**src/rtl/sccb_bridge_pkg.sv**
```systemverilog
package sccb_bridge_pkg;

  // which host byte the engine wants loaded into the shifter
  typedef enum logic [2:0] {
    SEL_ADDR_W,
    SEL_TX_SUB,
    SEL_TX_DAT,
    SEL_RX_SUB,
    SEL_ADDR_R,
    SEL_NONE
  } byteSel_e;

  typedef struct packed {
    logic       load;
    byteSel_e   sel;
    logic       shift;
    logic       capture;
    logic       statusWe;
    logic [7:0] statusVal;
  } ctrlStrobes_t;

  localparam logic [7:0] CMD_WRITE   = 8'h05;
  localparam logic [7:0] CMD_READ    = 8'h70;
  localparam logic [7:0] STAT_BUSY   = 8'h00;
  localparam logic [7:0] STAT_RD_OK  = 8'h01;
  localparam logic [7:0] STAT_WR_OK  = 8'h04;
  localparam logic [7:0] STAT_FAIL   = 8'h80;

  localparam logic [3:0] OFS_CMD    = 4'h0;
  localparam logic [3:0] OFS_STATUS = 4'h1;
  localparam logic [3:0] OFS_GUARD  = 4'h2;
  localparam logic [3:0] OFS_SLAVE  = 4'h3;
  localparam logic [3:0] OFS_TX_SUB = 4'h4;
  localparam logic [3:0] OFS_TX_DAT = 4'h5;
  localparam logic [3:0] OFS_RX_SUB = 4'h8;
  localparam logic [3:0] OFS_RX_DAT = 4'h9;

endpackage

```
**src/rtl/sccb_bridge_regs.sv**
```systemverilog
module sccb_bridge_regs
  import sccb_bridge_pkg::*;
#(
  parameter logic [7:0] DEFAULT_SLAVE = 8'h60
) (
  input  logic         clk,
  input  logic         rstN,
  input  logic         regWr,
  input  logic [3:0]   regAddr,
  input  logic [7:0]   regWdata,
  output logic [7:0]   regRdata,
  input  ctrlStrobes_t str,
  input  logic         sdaIn,
  output logic         txBit,
  output logic         cmdWrite,
  output logic         cmdRead,
  output logic         busEnabled
);

  logic [7:0] guardR, slaveR, txSubR, txDatR, rxSubR, rxDatR, statusR, shiftR;
  logic       cmdHit;

  assign cmdHit     = regWr && (regAddr == OFS_CMD);
  assign cmdWrite   = cmdHit && (regWdata == CMD_WRITE);
  assign cmdRead    = cmdHit && (regWdata == CMD_READ);
  assign busEnabled = |guardR[7:1];
  assign txBit      = shiftR[7];

  // host-programmed registers
  always_ff @(posedge clk) begin
    if (!rstN) begin
      guardR <= '0;
      slaveR <= DEFAULT_SLAVE;
      txSubR <= '0;
      txDatR <= '0;
      rxSubR <= '0;
    end else if (regWr) begin
      case (regAddr)
        OFS_GUARD:  guardR <= regWdata;
        OFS_SLAVE:  slaveR <= regWdata;
        OFS_TX_SUB: txSubR <= regWdata;
        OFS_TX_DAT: txDatR <= regWdata;
        OFS_RX_SUB: rxSubR <= regWdata;
        default: ;
      endcase
    end
  end

  // shifter, result and status, driven by engine strobes
  always_ff @(posedge clk) begin
    if (!rstN) begin
      shiftR  <= 8'hFF;
      rxDatR  <= '0;
      statusR <= STAT_BUSY;
    end else begin
      if (str.load) begin
        case (str.sel)
          SEL_ADDR_W: shiftR <= {slaveR[7:1], 1'b0};
          SEL_ADDR_R: shiftR <= {slaveR[7:1], 1'b1};
          SEL_TX_SUB: shiftR <= txSubR;
          SEL_TX_DAT: shiftR <= txDatR;
          SEL_RX_SUB: shiftR <= rxSubR;
          default:    shiftR <= 8'hFF;
        endcase
      end else if (str.shift) begin
        shiftR <= {shiftR[6:0], sdaIn};
      end
      if (str.capture)  rxDatR  <= shiftR;
      if (str.statusWe) statusR <= str.statusVal;
    end
  end

  always_comb begin
    case (regAddr)
      OFS_STATUS: regRdata = statusR;
      OFS_GUARD:  regRdata = guardR;
      OFS_SLAVE:  regRdata = slaveR;
      OFS_TX_SUB: regRdata = txSubR;
      OFS_TX_DAT: regRdata = txDatR;
      OFS_RX_SUB: regRdata = rxSubR;
      OFS_RX_DAT: regRdata = rxDatR;
      default:    regRdata = 8'h00;
    endcase
  end

  // status only ever holds one of its legal codes
  a_r4_status_legal: assert property (@(posedge clk) disable iff (!rstN)
    (statusR == STAT_BUSY) || (statusR == STAT_RD_OK) ||
    (statusR == STAT_WR_OK) || (statusR == STAT_FAIL));

  // the result register only moves on a capture strobe
  a_r3_result_only_on_capture: assert property (@(posedge clk) disable iff (!rstN)
    !$past(str.capture) |-> $stable(rxDatR));

endmodule

```
**src/rtl/sccb_bridge_ctrl.sv**
```systemverilog
module sccb_bridge_ctrl
  import sccb_bridge_pkg::*;
#(
  parameter int QDIV = 8
) (
  input  logic         clk,
  input  logic         rstN,
  input  logic         cmdWrite,
  input  logic         cmdRead,
  input  logic         busEnabled,
  input  logic         txBit,
  output ctrlStrobes_t str,
  output logic         sclLow,
  output logic         sdaLow
);

  localparam int DIV_W = (QDIV > 1) ? $clog2(QDIV) : 1;
  localparam logic [DIV_W-1:0] DIV_LAST = DIV_W'(QDIV - 1);

  typedef enum logic [1:0] {S_IDLE, S_START, S_BITS, S_STOP} state_e;

  state_e           state;
  logic [1:0]       phase;
  logic [DIV_W-1:0] divCnt;
  logic [3:0]       bitIdx;
  logic [1:0]       byteIdx;
  logic             isRead;
  logic             tick, cmdAny, rdByte, lastOfGroup, restartDue;

  assign tick        = (divCnt == DIV_LAST);
  assign cmdAny      = cmdWrite || cmdRead;
  assign rdByte      = isRead && (byteIdx == 2'd3);
  assign lastOfGroup = isRead ? (byteIdx == 2'd1 || byteIdx == 2'd3) : (byteIdx == 2'd2);
  assign restartDue  = isRead && (byteIdx == 2'd1);

  function automatic byteSel_e selFor(logic rd, logic [1:0] idx);
    case (idx)
      2'd0:    return SEL_ADDR_W;
      2'd1:    return rd ? SEL_RX_SUB : SEL_TX_SUB;
      2'd2:    return rd ? SEL_ADDR_R : SEL_TX_DAT;
      default: return SEL_NONE;
    endcase
  endfunction

  always_comb begin
    str     = '0;
    str.sel = SEL_NONE;
    if (state == S_IDLE) begin
      if (cmdAny) begin
        str.statusWe  = 1'b1;
        str.statusVal = busEnabled ? STAT_BUSY : STAT_FAIL;
      end
    end else if (tick && phase == 2'd3) begin
      case (state)
        S_START: begin
          str.load = 1'b1;
          str.sel  = selFor(isRead, byteIdx);
        end
        S_BITS: begin
          if (bitIdx < 4'd8) str.shift = 1'b1;
          else begin
            if (!lastOfGroup) begin
              str.load = 1'b1;
              str.sel  = selFor(isRead, byteIdx + 2'd1);
            end
            if (rdByte) str.capture = 1'b1;
          end
        end
        S_STOP: begin
          if (!restartDue) begin
            str.statusWe  = 1'b1;
            str.statusVal = isRead ? STAT_RD_OK : STAT_WR_OK;
          end
        end
        default: ;
      endcase
    end
  end

  always_ff @(posedge clk) begin
    if (!rstN) begin
      state   <= S_IDLE;
      phase   <= '0;
      divCnt  <= '0;
      bitIdx  <= '0;
      byteIdx <= '0;
      isRead  <= 1'b0;
      sclLow  <= 1'b0;
      sdaLow  <= 1'b0;
    end else if (state == S_IDLE) begin
      if (cmdAny && busEnabled) begin
        state   <= S_START;
        isRead  <= cmdRead;
        byteIdx <= '0;
        phase   <= '0;
        divCnt  <= '0;
      end
    end else begin
      divCnt <= tick ? '0 : divCnt + 1'b1;
      if (tick) begin
        phase <= phase + 2'd1;
        case (state)
          S_START: begin
            if (phase == 2'd1) sdaLow <= 1'b1;
            if (phase == 2'd3) begin
              sclLow <= 1'b1;
              bitIdx <= '0;
              state  <= S_BITS;
            end
          end
          S_BITS: begin
            case (phase)
              2'd0: sclLow <= 1'b1;
              2'd1: sdaLow <= (bitIdx < 4'd8) && !rdByte && !txBit;
              2'd2: sclLow <= 1'b0;
              default: begin
                if (bitIdx == 4'd8) begin
                  bitIdx <= '0;
                  if (lastOfGroup) state <= S_STOP;
                  else byteIdx <= byteIdx + 2'd1;
                end else begin
                  bitIdx <= bitIdx + 4'd1;
                end
              end
            endcase
          end
          S_STOP: begin
            case (phase)
              2'd0: sclLow <= 1'b1;
              2'd1: sdaLow <= 1'b1;
              2'd2: sclLow <= 1'b0;
              default: begin
                sdaLow <= 1'b0;
                if (restartDue) begin
                  byteIdx <= 2'd2;
                  state   <= S_START;
                end else begin
                  state <= S_IDLE;
                end
              end
            endcase
          end
          default: ;
        endcase
      end
    end
  end

  // inside a byte SDA never moves while SCL is released
  a_r8_sda_still_while_scl_high: assert property (@(posedge clk) disable iff (!rstN)
    (state == S_BITS && $past(state) == S_BITS && !sclLow && !$past(sclLow))
      |-> $stable(sdaLow));

  // both lines released while idle
  a_r9_idle_released: assert property (@(posedge clk) disable iff (!rstN)
    (state == S_IDLE) |-> (!sclLow && !sdaLow));

  // a refused command leaves the engine idle
  a_r5_refused_stays_idle: assert property (@(posedge clk) disable iff (!rstN)
    (state == S_IDLE && cmdAny && !busEnabled) |=> (state == S_IDLE));

  // a command during a transfer does not change its direction
  a_r6_busy_cmd_ignored: assert property (@(posedge clk) disable iff (!rstN)
    (state != S_IDLE && cmdAny) |=> $stable(isRead));

endmodule

```
**src/rtl/sccb_reg_bridge.sv**
```systemverilog
module sccb_reg_bridge
  import sccb_bridge_pkg::*;
#(
  parameter int         QDIV          = 8,
  parameter logic [7:0] DEFAULT_SLAVE = 8'h60
) (
  input  logic       clk,
  input  logic       rstN,
  input  logic       regWr,
  input  logic [3:0] regAddr,
  input  logic [7:0] regWdata,
  output logic [7:0] regRdata,
  input  logic       sdaIn,
  output logic       sclOe,
  output logic       sdaOe
);

  ctrlStrobes_t str;
  logic txBit, cmdWrite, cmdRead, busEnabled;

  sccb_bridge_regs #(.DEFAULT_SLAVE(DEFAULT_SLAVE)) uRegs (
    .clk(clk), .rstN(rstN), .regWr(regWr), .regAddr(regAddr),
    .regWdata(regWdata), .regRdata(regRdata), .str(str), .sdaIn(sdaIn),
    .txBit(txBit), .cmdWrite(cmdWrite), .cmdRead(cmdRead),
    .busEnabled(busEnabled)
  );

  sccb_bridge_ctrl #(.QDIV(QDIV)) uCtrl (
    .clk(clk), .rstN(rstN), .cmdWrite(cmdWrite), .cmdRead(cmdRead),
    .busEnabled(busEnabled), .txBit(txBit), .str(str),
    .sclLow(sclOe), .sdaLow(sdaOe)
  );

endmodule

```
**config.mk**
```make
export PLATFORM = sky130hd
export DESIGN_NAME = sccb_reg_bridge
export DESIGN_NICKNAME = d
export VERILOG_FILES = /design/src/rtl/sccb_bridge_pkg.sv /design/src/rtl/sccb_bridge_regs.sv /design/src/rtl/sccb_bridge_ctrl.sv /design/src/rtl/sccb_reg_bridge.sv
export SDC_FILE = /design/constraint.sdc
export NUM_CORES = 1
export LEC_CHECK = 0
export BUFFER_PORTS_ARGS = -buffer_cell sky130_fd_sc_hd__buf_2
export CORE_UTILIZATION = 30
export CTS_CLUSTER_SIZE = 24
export DETAILED_ROUTE_END_ITERATION = 10
export PLACE_DENSITY = 0.44
export SYNTH_ARGS = -nofsm -noshare
export SYNTH_HDL_FRONTEND = slang
export SYNTH_HIERARCHICAL = 1
export SYNTH_SLANG_ARGS = --single-unit
```
**constraint.sdc**
```tcl
create_clock -name clk -period 5.7 [get_ports clk]
set_clock_uncertainty 0.05 [all_clocks]
set_input_delay 0.57 -clock clk [delete_from_list [all_inputs] [get_ports clk]]
set_output_delay 0.57 -clock clk [all_outputs]
set_load 0.03 [all_outputs]
```
Word-level counts from Yosys, hierarchy flattened --
Index checks and enable logic that the tools add are counted.
Cells by class: add/subtract/negate cells 4, multiply operators 0, div/mod/pow operators 0, $lt $le $gt $ge 1, eq/ne operators 40, shift operators 0, muxes and demuxes 59, bitwise operators 1, reductions and logical operators 42
Operator list (number):
- 8-bit case mux with 7 select lines | 1
- 2-bit two-way mux | 20
- 8-bit case mux with 5 select lines | 1
- 9-bit two-way mux | 4
- 8-bit two-way mux | 3
- 4-bit two-way mux | 5
- 3-bit case mux with 3 select lines | 2
- 4-bit case mux with 2 select lines | 2
- 8-bit AND reduction | 2
- 15-bit two-way mux | 1
- 3-bit two-way mux | 5
- 3-bit by 1-bit inequality test with 1-bit output, second input constant | 5
- 2-bit equality test, second input constant | 7
- 2-bit AND reduction | 7
- 4-bit equality test, second input constant | 3
- 5-bit AND reduction | 2
- 1-bit logical AND | 9
- 2-bit by 1-bit equality test with 1-bit output, second input constant | 4
- 4-bit by 2-bit equality test with 1-bit output, second input constant | 2
- 4-bit by 3-bit equality test with 1-bit output, second input constant | 2
- 8-bit by 3-bit equality test with 1-bit output, second input constant | 1
- 8-bit by 7-bit equality test with 1-bit output, second input constant | 1
- 2-bit logical NOT | 4
- 1-bit two-way mux | 8
- 29 further kinds | 46
Storage, ports and cells: register bits 80, bits in latches 0, bits in writable memories 0, bits in read-only memories 0, bits of input ports 16, output and inout port bits 10, logic and storage cells 163, memories 0

Depth between registers and ports, before layout --
Gate-level depths: netlist (run 1).
word-level depth 11, gate-level depth with buffers 12, mapped depth without buffers 10

Cells and area by module --
The synthesis (run 1) kept the hierarchy.
By module, submodules not included:
- sccb_bridge_regs | times used 1, cells each 376, area an instance 3300.7 um2, seq. area each 1281.2 um2
- sccb_bridge_ctrl | times used 1, cells each 169, area an instance 1388.8 um2, seq. area each 320.3 um2

Worst setup path before layout (run 1) --
OpenSTA, ideal clock, no wires.
kind input-to-output, start point input regAddr[2], end point output regRdata[4], data arrival time 1.993 ns, required time 5.080 ns, slack 3.087 ns, cell stages on the path 6, path buffers 3, cells stage by stage buf_2 nor2b_1 buf_2 buf_2 a21oi_1 o21ai_0
On the way: cells in the longest elaborated chain, start to end 2, elaborated cells on any way between the ends 8, classes of those cells eq/ne: 7; mux: 1
RTL lines:
- start: declaration | line sccb_reg_bridge.sv:10 | input logic [3:0] regAddr,
- 4-bit equality test (tied with other cells) | line sccb_bridge_regs.sv:74 | case (regAddr)
- 8-bit case mux with 7 select lines * | line sccb_bridge_regs.sv:74
- end: declaration | line sccb_reg_bridge.sv:12 | output logic [7:0] regRdata,
Mark *: on every way between the ends. The rest lies on a longest branch, timed or not.

==> results of run 1 <==
## path summary, 6_finish.rpt
| check | from | end | slack (ns) | cells past startpoint |
|---|---|---|---|---|
| worst min register to register | uCtrl/sclLow$_SDFFE_PN0P_ | uCtrl/sclLow$_SDFFE_PN0P_ | 0.42 | 2 |
| worst max-delay path | uCtrl/state[1]$_SDFFE_PN0P_ | uRegs/shiftR[7]$_SDFFE_PN1P_ | 2.40 | 8 |
| worst min-delay path | uCtrl/sclLow$_SDFFE_PN0P_ | uCtrl/sclLow$_SDFFE_PN0P_ | 0.42 | 2 |
| worst max register to register | uCtrl/state[1]$_SDFFE_PN0P_ | uRegs/shiftR[7]$_SDFFE_PN1P_ | 2.40 | 8 |
## synthesized netlist by cell type (13+ instances only)
library cell and number:
ha_1 18, nor2b_1 52, nor2_1 25, nand2_1 42
o21ai_0 24, a22oi_1 16, a21oi_1 22, mux2i_1 43
clkbuf_1 13, buf_2 13, dfxtp_1 80, nand3_1 36
## power by group
group / leakage, uW / internal [uW] / switching [uW]
registers: 0.000645 / 563 / 4.09
logic: 0.00114 / 21.6 / 46.1
clock network: 0.000170 / 440 / 235
## sequential cells by signal (all words and copies together) (netlist names), 3 cells and up
register / count
uRegs/guardR: 8
uRegs/rxDatR: 8
uRegs/rxSubR: 8
uRegs/shiftR: 8
uRegs/slaveR: 8
uRegs/statusR: 8
uRegs/txDatR: 8
uRegs/txSubR: 8
uCtrl/bitIdx: 4
uCtrl/divCnt: 3
## metrics by stage
stage | power (uW) | utilization | hold WS, ns
floorplan | 622 | - | 0.393
global placement | 646 | 0.322 | 0.406
detailed placement | 646 | 0.322 | 0.416
CTS | 1330 | 0.345 | 0.428
global route | 1360 | 0.345 | 0.436
finish | 1310 | 0.345 | 0.417
## layout make-up
class	count	area [sq um]
clock buffer	11	243
timing repair buffer	30	163
multi-input combinational	420	2860
fill	1601	9960
sequential	80	1600
inverter	10	37.5
tap	188	235
clock inverter	5	104
## cells by family (layout without fill, tap and decap cells)
kind of cell | count (synthesis) | count (layout) | synth area share
multiplexers | 48 | 48 | 0.104
other | 1 | 5 | 0.000800
flip-flops | 80 | 80 | 0.342
adder cells (fa/ha/maj) | 18 | 18 | 0.0480
AO/OA/AOI/OAI | 142 | 142 | 0.209
AND/OR/NAND/NOR | 207 | 207 | 0.243
buffers and inverters | 49 | 56 | 0.0534
## routing by layer
metal,vias up,routed length (um)
met3,22,543
met2,109,5940
met5,-,0
met1,1956,6790
met4,0,346
li1,1983,-
## tightest hold or removal path, delay by kind of cell, from the launching register on
kind | cells | cell delay (ns)
flip-flops | 1 | 0.31
AO/OA/AOI/OAI | 1 | 0.06
buffers and inverters | 1 | 0.05
==> qor_table.md, run 1 <==
| Group | Result | This run |
|---|---|---|
| synth | Ys flop type | dfxtp_1 |
| global route | Global routing met2 resource utilization | 0.272 |
| clock tree | Clk Latency, worst-skew pair | 0.35 ns |
| floorplanning | Number of top-level design ports | 26 |
| placement | Worst setup timing slack at the placement stage | 2.43 ns |
| final layout | Final layout net count | 585 |
| detailed routing | Antenna viol nets, final | 0 |
| clock tree | Clock buffer depth | 2 |
| global route | Fraction of met1 tracks used by global routing | 0.248 |
| setup path | Crit path max-delay cell type | nor2_1 |
| final layout | Diodes inserted | 0 |
| synth | Number of warning messages in the yosys log | 6 |
| synth | EDFF count, synth | 0 |
| global route | Global-route wire length before repair | 21900 um |
| timing | Setup tns final | 0 ns |
| timing | RSZ-0062 raised after global routing | no |
| clock tree | CTS buffer count | 9 |
| placement | Total instance count after detailed placement | 728 |
| detailed routing | DRT iter0 DRCs | 322 |
| global route | Vias in the first global route | 3886 |
| floorplanning | Die Height | 127 um |
| global route | Total overflow reported by the global router | 0 |
| global route | Met3 Track Usage GR | 0.0222 |
| synth | Fraction of registers with async set or reset after synthesis | 0 |
| setup path | Max FO, Critical Path | 20 |
| clock tree | CTS Hold Bufs | 0 |
| final layout | Final instance count without filler cells | 744 |
| synth | Share of the synthesized area in the top cell type | 0.342 |
| floorplanning | Starting Density | 0.308 |
| global route | Total routing usage reported by global routing | 0.178 |
| placement | Dpl hpwl | 9840 um |
| setup path | Critical Path, Cell by Cell | inv_1 > ha_1 > and3b_1 > nand2_1 > nor2_1 > nor3b_1 > a22oi_1 > a31oi_1 |
| detailed routing | Drt via density | 5.47 |
| synth | Seq/Total Area, Yosys | 0.342 |
| final layout | Most common library cell in the layout ignoring fill and taps | dfxtp_1 |
| setup path | Count of buffering cells on the critical path with inverters included | 1 |
| timing | Worst setup slack after layout | 2.40 ns |
| timing | Hold Violations, Final | 0 |
| synth | Top post-synthesis cells by area | dfxtp_1 (34%), mux2i_1 (9.2%), nor2b_1 (6.9%), ha_1 (4.8%), nand3_1 (3.8%) |
| timing | Post-route fraction of the period consumed by the critical path | 0.579 |
| floorplanning | Core Rows | 45 |
| clock tree | Post-CTS clock slew at the launch and capture registers of the worst setup and hold paths | 0.07 ns |
| global route | Maximum number of pins on one net before global-route repair | 73 |
| synth | Post-synth top area cell | dfxtp_1 |
| timing | Final setup vio count | 0 |
| clock tree | Post-CTS Resized | 0 |
| final layout | Fraction of final layout cells sized beyond drive strength 1 | 0.112 |
| timing | Shortest period the worst path allows | 3.30 ns |
| floorplanning | Die width | 127 um |
| setup path | Kind of cell adding the most delay to the critical path | simple AND/OR/NAND/NOR gates |
| final layout | Final Instance Area | 0.00524 sq mm |
| placement | Final weighted congestion of routability-driven global placement | 0.864 |
| timing | Actual transition at the worst max-transition pin | 0.987 ns |
| timing | Peak Freq | 0.303 GHz |
| detailed routing | DRC violations left | 0 |
| setup path | Data required time of the critical path | 5.91 ns |
| flow run | MaxCap Viol Count | 0 |
| placement | Placed cell area | 0.00489 sq mm |
| clock tree | CTS tree | yes |
| global route | Initial antenna violation count | 0 |
| run status | Run status | finished clean |
| detailed routing | Wire length after detailed routing | 13600 um |
| clock tree | Number of H-tree branching levels | 3 |
| synth | Number of synthesized register bits | 80 |
| final layout | Area added between synthesis and finish | 11.8% |
| floorplanning | Total die area | 0.0161 sq mm |
| setup path | Sort of element at the end of the critical path | flip-flop |
| setup path | Type of origin of the critical path | flip-flop |
| final layout | Commonest cells after routing, fill and taps aside | dfxtp_1 (80), nor2b_1 (52), mux2i_1 (43), nand2_1 (42), nand3_1 (36) |
| setup path | Data arrival, critical path | 3.51 ns |
| synth | Syn Area/Cell | 8.60 sq um |
| timing | Rel. slew slack | 0.340 |
| global route | Gr busiest metal | met2 |
| synth | Number of cells produced by synthesis | 545 |
| setup path | Type of the worst setup path | reg2reg |
| power | Power density over the cells | 250 mW/mm^2 |
| clock tree | Cell at the root of the clock tree | clkbuf_16 |
| setup path | Worst path max stage delay | 0.78 ns |
| placement | Buffers on Ports | 25 |
| power | Lkg Pwr | 0.00195 uW |
| synth | Library cells used by synthesis | 67 |
| clock tree | Post-CTS repair timing setup buffer count | 0 |
| power | Max IR drop VDD | 0.105 mV |
| clock tree | # clock sinks | 80 |
| synth | Cell area after synthesis | 0.00469 sq mm |
| detailed routing | Number of detailed-route iterations in the first pass | 5 |
| detailed routing | Vias post-DR | 4070 |
| timing | Max-slew violation total from the final report | 0 |
| detailed routing | Routed length per instance | 18.3 um |
| min path | Type of the most critical hold path | reg2reg |
| floorplanning | Core Region | 0.0152 sq mm |
Power figures use the tool's default switching activity.
==> inputs of run 2 (changes only) <==
--- a/config.mk
+++ b/config.mk
@@ -9,7 +9,7 @@
 export CORE_UTILIZATION = 30
 export CTS_CLUSTER_SIZE = 24
 export DETAILED_ROUTE_END_ITERATION = 10
-export PLACE_DENSITY = 0.44
+export PLACE_DENSITY = 0.46
 export SYNTH_ARGS = -nofsm -noshare
 export SYNTH_HDL_FRONTEND = slang
 export SYNTH_HIERARCHICAL = 1
==> constraint.sdc (replaced) <==
create_clock -name clk -period 2.8 [get_ports clk]
set_clock_uncertainty 0.05 [all_clocks]
set_input_delay 0.28 -clock clk [delete_from_list [all_inputs] [get_ports clk]]
set_output_delay 0.28 -clock clk [all_outputs]
set_load 0.03 [all_outputs]
==> run 2 against run 1 <==
Compared with the run above:
- final cell count grew 1.1%
- fmax up 27%
- first-iteration DRC count is 16% lower
- clock-buffer cell count grew 4
- final area fell by 0.24%
- global-route usage increased by 0.056 points
- combinational power grew 110%
- sequential power up 100%
==> qor_table.md, run 2 (synthesized netlist as in run 1, its figures left out) <==
| Group | Result | This run |
|---|---|---|
| run status | Run status | finished clean |
| power | Sequential cell fraction of total power | 0.483 |
| setup path | Crit path max-delay cell type | a211o_2 |
| timing | Actual transition at the worst max-transition pin | 0.606 ns |
| timing | Shortest period the worst path allows | 2.60 ns |
| global route | Total routing usage reported by global routing | 0.179 |
| clock tree | Clk Latency, worst-skew pair | 0.34 ns |
| power | Clock group share of total power | 0.459 |
| flow run | MaxCap Viol Count | 0 |
| floorplanning | Starting Density | 0.308 |
| clock tree | Post-CTS repair timing setup buffer count | 0 |
| floorplanning | Total die area | 0.0161 sq mm |
| global route | Total overflow reported by the global router | 0 |
| detailed routing | DRC violations left | 0 |
| global route | Initial antenna violation count | 0 |
| detailed routing | Number of detailed-route iterations in the first pass | 5 |
| detailed routing | Antenna viol nets, final | 0 |
| power | Overall Power | 2390 uW |
| timing | Fin Hold WS | 0.204 ns |
| setup path | Type of origin of the critical path | flip-flop |
| timing | RSZ-0062 raised after global routing | no |
| final layout | Commonest cells after routing, fill and taps aside | dfxtp_1 (80), nor2b_1 (52), mux2i_1 (43), nand2_1 (42), nand3_1 (36) |
| clock tree | # clock sinks | 80 |
| global route | Maximum number of pins on one net before global-route repair | 56 |
| global route | Vias in the first global route | 3891 |
| power | Switching Fraction | 0.232 |
| timing | Max-slew violation total from the final report | 0 |
| timing | Setup tns final | 0 ns |
| detailed routing | Wire length after detailed routing | 13500 um |
| floorplanning | Core Region | 0.0152 sq mm |
| timing | Rel. slew slack | 0.595 |
| clock tree | CTS tree | yes |
| placement | Buffers on Ports | 25 |
| clock tree | CTS buffer count | 9 |
| power | Combinational power share | 0.058 |
| final layout | Diodes inserted | 0 |
| final layout | Area added between synthesis and finish | 11.5% |
| timing | Post-route fraction of the period consumed by the critical path | 0.928 |
| power | Max IR drop VDD | 0.271 mV |
| final layout | Final-layout fill cell count | 1558 |
| final layout | Final layout net count | 594 |
| detailed routing | Vias post-DR | 4031 |
| setup path | Sort of element at the end of the critical path | flip-flop |
| setup path | Count of buffering cells on the critical path with inverters included | 2 |
| power | Power density over the cells | 458 mW/mm^2 |
| setup path | Max FO, Critical Path | 19 |
| power | Lkg Pwr | 0.00196 uW |
| setup path | Data arrival, critical path | 2.81 ns |
| final layout | Most common library cell in the layout ignoring fill and taps | dfxtp_1 |
| clock tree | Post-CTS clock slew at the launch and capture registers of the worst setup and hold paths | 0.06 ns |
| clock tree | Cell at the root of the clock tree | clkbuf_16 |
| placement | Final weighted congestion of routability-driven global placement | 0.919 |
| setup path | Critical Path, Cell by Cell | inv_1 > ha_1 > o21ai_1 > and2_1 > nand3_1 > a211o_2 > nor3b_1 > buf_4 > a22oi_1 > a31oi_1 |
| setup path | Data required time of the critical path | 3.01 ns |
| timing | Hold Violations, Final | 0 |
| power | Internal power | 1840 uW |
| clock tree | CTS Hold Bufs | 0 |
| final layout | Fraction of final layout cells sized beyond drive strength 1 | 0.121 |
| placement | Dpl hpwl | 9980 um |
| floorplanning | Number of top-level design ports | 26 |
| timing | Peak Freq | 0.385 GHz |
| setup path | Worst path max stage delay | 0.50 ns |
| detailed routing | DRT iter0 DRCs | 269 |
| min path | Type of the most critical hold path | in2reg |
| clock tree | Clock buffer depth | 2 |
| timing | Final setup vio count | 0 |
| clock tree | Number of H-tree branching levels | 3 |
| detailed routing | Routed length per instance | 18.0 um |
| setup path | Type of the worst setup path | reg2reg |
| floorplanning | Core Rows | 45 |
| setup path | Kind of cell adding the most delay to the critical path | compound AO/OA/AOI/OAI gates |
| detailed routing | Drt via density | 5.36 |
| clock tree | Post-CTS Resized | 0 |
| global route | Global-route wire length before repair | 22000 um |
| floorplanning | Die width | 127 um |
| floorplanning | Die Height | 127 um |
| power | Switching component of the power | 555 uW |
==> run 2: worst paths after layout <==
path                                      start                           end  slack [ns]  depth (start not counted)
hold / removal                      regWdata[1]  uRegs/slaveR[1]$_SDFFE_PN0P_        0.20                          3
hold reg to reg       uCtrl/sdaLow$_SDFFE_PN0P_     uCtrl/sdaLow$_SDFFE_PN0P_        0.42                          2
setup reg to reg  uCtrl/byteIdx[1]$_SDFFE_PN0P_  uRegs/shiftR[5]$_SDFFE_PN1P_        0.20                         10
setup / recovery  uCtrl/byteIdx[1]$_SDFFE_PN0P_  uRegs/shiftR[5]$_SDFFE_PN1P_        0.20                         10
==> run 2: layout make-up <==
cell class	instances	area (sq um)	area share
timing repair buffer	39	230	0.0440
tap	188	235	0.0450
inverter	10	37.5	0.00718
clock buffer	15	268	0.0512
sequential	80	1600	0.306
multi-input combinational	420	2860	0.546
==> run 2: power groups by stage <==
stage	combinational (uW)	sequential [uW]	clock (uW)
floorplan	92.1	1180	0
detailed placement	138	1180	0
global route	151	1150	1180
finish	139	1150	1100
CTS	139	1150	1130
global placement	137	1180	0
==> run 2: tightest hold or removal path, delay by kind of cell <==
kind | cells | cell delay (ns)
buffers and inverters | 1 | 0.15
and+or+nand+nor | 1 | 0.06
AOI/OAI and AO/OA | 1 | 0.06
==> run 2: stage by stage <==
step,util,cells,area (sq um),setup WS [ns]
floorplan,-,549,4700,0.405
global placement,0.326,737,4960,0.214
detailed placement,0.326,737,4960,0.130
CTS,0.344,752,5230,0.114
global route,0.344,752,5230,0.0197
finish,0.344,752,5230,0.201
==> run 2: layer usage <==
| layer | wire length [um] | GRT usage | vias to the layer above |
|---|---|---|---|
| met5 | 0 | 0 | - |
| met4 | 380 | 0.0896 | 0 |
| met3 | 503 | 0.0251 | 21 |
| met2 | 6030 | 0.270 | 91 |
| met1 | 6620 | 0.248 | 1917 |
| li1 | - | - | 2002 |
==> inputs of run 3 (changes only) <==
--- a/config.mk
+++ b/config.mk
@@ -10,6 +10,7 @@
 export CTS_CLUSTER_SIZE = 24
 export DETAILED_ROUTE_END_ITERATION = 10
 export PLACE_DENSITY = 0.46
+export RECOVER_POWER = 100
 export SYNTH_ARGS = -nofsm -noshare
 export SYNTH_HDL_FRONTEND = slang
 export SYNTH_HIERARCHICAL = 1
==> run 3 against run 2 <==
Compared with the run above:
- sequential share of layout area up 0.33 points
- clock-buffer cell count is the same
- combinational power fell by 3%
- final area fell by 1.1%
- utilization fell by 0.37 points
- clock power about the same
- largest cell class unchanged
- highest routed layer unchanged
==> qor_table.md, run 3 (synthesized netlist as in run 1, its figures left out) <==
| Group | Result | This run |
|---|---|---|
| timing | RSZ-0062 raised after global routing | no |
| flow run | MaxCap Viol Count | 0 |
| detailed routing | Met2 WL post-DR | 6040 um |
| timing | Peak Freq | 0.386 GHz |
| global route | Vias in the first global route | 3891 |
| detailed routing | DRT iter0 DRCs | 249 |
| clock tree | Clock buffer depth | 2 |
| power | Max IR drop VDD | 0.272 mV |
| detailed routing | Antenna viol nets, final | 0 |
| detailed routing | Met3 routed wirelength | 558 um |
| detailed routing | Drt via density | 5.43 |
| power | Lkg Pwr | 0.00190 uW |
| clock tree | # clock sinks | 80 |
| floorplanning | Die width | 127 um |
| global route | Total overflow reported by the global router | 0 |
| timing | Rel. slew slack | 0.450 |
| global route | Total routing usage reported by global routing | 0.179 |
| clock tree | Post-CTS clock slew at the launch and capture registers of the worst setup and hold paths | 0.06 ns |
| setup path | Worst path max stage delay | 0.50 ns |
| detailed routing | Topmost layer with routed signal wires | met4 |
| power | Power density over the cells | 462 mW/mm^2 |
| detailed routing | Wire length after detailed routing | 13500 um |
| detailed routing | Routed length on met1 | 6510 um |
| floorplanning | Total die area | 0.0161 sq mm |
| timing | Setup tns final | 0 ns |
| final layout | Commonest cells after routing, fill and taps aside | dfxtp_1 (80), nor2b_1 (52), nand2_1 (43), mux2i_1 (43), nand3_1 (38) |
| min path | Type of the most critical hold path | in2reg |
| run status | Run status | finished clean |
| setup path | Type of origin of the critical path | flip-flop |
| timing | Hold Violations, Final | 0 |
| timing | Post-route fraction of the period consumed by the critical path | 0.925 |
| placement | Buffers on Ports | 25 |
| power | Overall Power | 2390 uW |
| clock tree | Post-CTS repair timing setup buffer count | 0 |
| floorplanning | Starting Density | 0.308 |
| setup path | Sort of element at the end of the critical path | flip-flop |
| setup path | Setup slack of the worst register-to-register path | 0.21 ns |
| setup path | Count of buffering cells on the critical path with inverters included | 2 |
| detailed routing | Routed length per instance | 18.0 um |
| setup path | Data required time of the critical path | 3.01 ns |
| placement | Final weighted congestion of routability-driven global placement | 0.919 |
| floorplanning | Number of top-level design ports | 26 |
| clock tree | CTS buffer count | 9 |
| final layout | Final layout net count | 594 |
| final layout | Most common library cell in the layout ignoring fill and taps | dfxtp_1 |
| setup path | Data arrival, critical path | 2.80 ns |
| floorplanning | Core Region | 0.0152 sq mm |
| detailed routing | Vias post-DR | 4080 |
| timing | Shortest period the worst path allows | 2.59 ns |
| detailed routing | Number of detailed-route iterations in the first pass | 5 |
| setup path | Type of the worst setup path | reg2reg |
| global route | Global-route wire length before repair | 22000 um |
| timing | Final setup vio count | 0 |
| clock tree | Clk Latency, worst-skew pair | 0.34 ns |
| final layout | Diodes inserted | 0 |
| floorplanning | Core Rows | 45 |
| final layout | Fraction of final layout cells sized beyond drive strength 1 | 0.0869 |
| clock tree | Cell at the root of the clock tree | clkbuf_16 |
| setup path | Kind of cell adding the most delay to the critical path | compound AO/OA/AOI/OAI gates |
| final layout | Area added between synthesis and finish | 10.3% |
| placement | Dpl hpwl | 9980 um |
| global route | Maximum number of pins on one net before global-route repair | 56 |
| setup path | Max FO, Critical Path | 19 |
| floorplanning | Die Height | 127 um |
| global route | Initial antenna violation count | 0 |
| clock tree | CTS tree | yes |
| setup path | Critical Path, Cell by Cell | inv_1 > ha_1 > o21ai_1 > and2_1 > nand3_1 > a211o_2 > nor3b_1 > buf_4 > a22oi_1 > a31oi_1 |
| timing | Max-slew violation total from the final report | 0 |
| detailed routing | DRC violations left | 0 |
| setup path | Crit path max-delay cell type | a211o_2 |
| timing | Actual transition at the worst max-transition pin | 0.824 ns |
| clock tree | Number of H-tree branching levels | 3 |
==> run 3: power breakdown <==
group          total [uW]  switching [uW]  internal, uW
Clock                1100             456           646
Combinational         135            91.9          43.1
Sequential           1150            8.44          1150
==> run 3: final timing paths <==
path / from / to / cells after the start
hold reg to reg: uCtrl/sdaLow$_SDFFE_PN0P_ / uCtrl/sdaLow$_SDFFE_PN0P_ / 2
setup reg to reg: uCtrl/byteIdx[1]$_SDFFE_PN0P_ / uRegs/shiftR[5]$_SDFFE_PN1P_ / 10
hold / removal: regWdata[1] / uRegs/slaveR[1]$_SDFFE_PN0P_ / 3
setup / recovery: uCtrl/byteIdx[1]$_SDFFE_PN0P_ / uRegs/shiftR[5]$_SDFFE_PN1P_ / 10
==> run 3: repair_timing <==
action	4_1_cts	5_1_grt
gates resized for setup	0	2
setup endpoints to repair	0	8
hold buffers	0	0
==> run 3: metal layers <==
layer  up-vias  track usage
li1       2004            -
met1      1945        0.248
met2       108        0.270
met3        23       0.0251
met4         0       0.0896
met5         -            0
==> run 3: stage by stage <==
step	setup slack, ns	hold slack [ns]	area (sq um)	util	std cells
floorplan	0.405	0.348	4700	-	549
global placement	0.214	0.408	4960	0.326	737
detailed placement	0.130	0.422	4960	0.326	737
CTS	0.114	0.186	5230	0.344	752
global route	0.0197	0.194	5170	0.340	752
finish	0.211	0.194	5170	0.340	752
==> run 3: final cells by class <==
cell class                 instances  area [sq um]
multi-input combinational        420          2830
clock buffer                      15           268
fill                            1571         10000
tap                              188           235
timing repair buffer              39           204
sequential                        80          1600
inverter                          10          37.5
==> run 3: tightest hold or removal path, cell delays in order <==
cell and delay, ns:
buf_2 0.14, nand2_1 0.06, o21ai_0 0.06
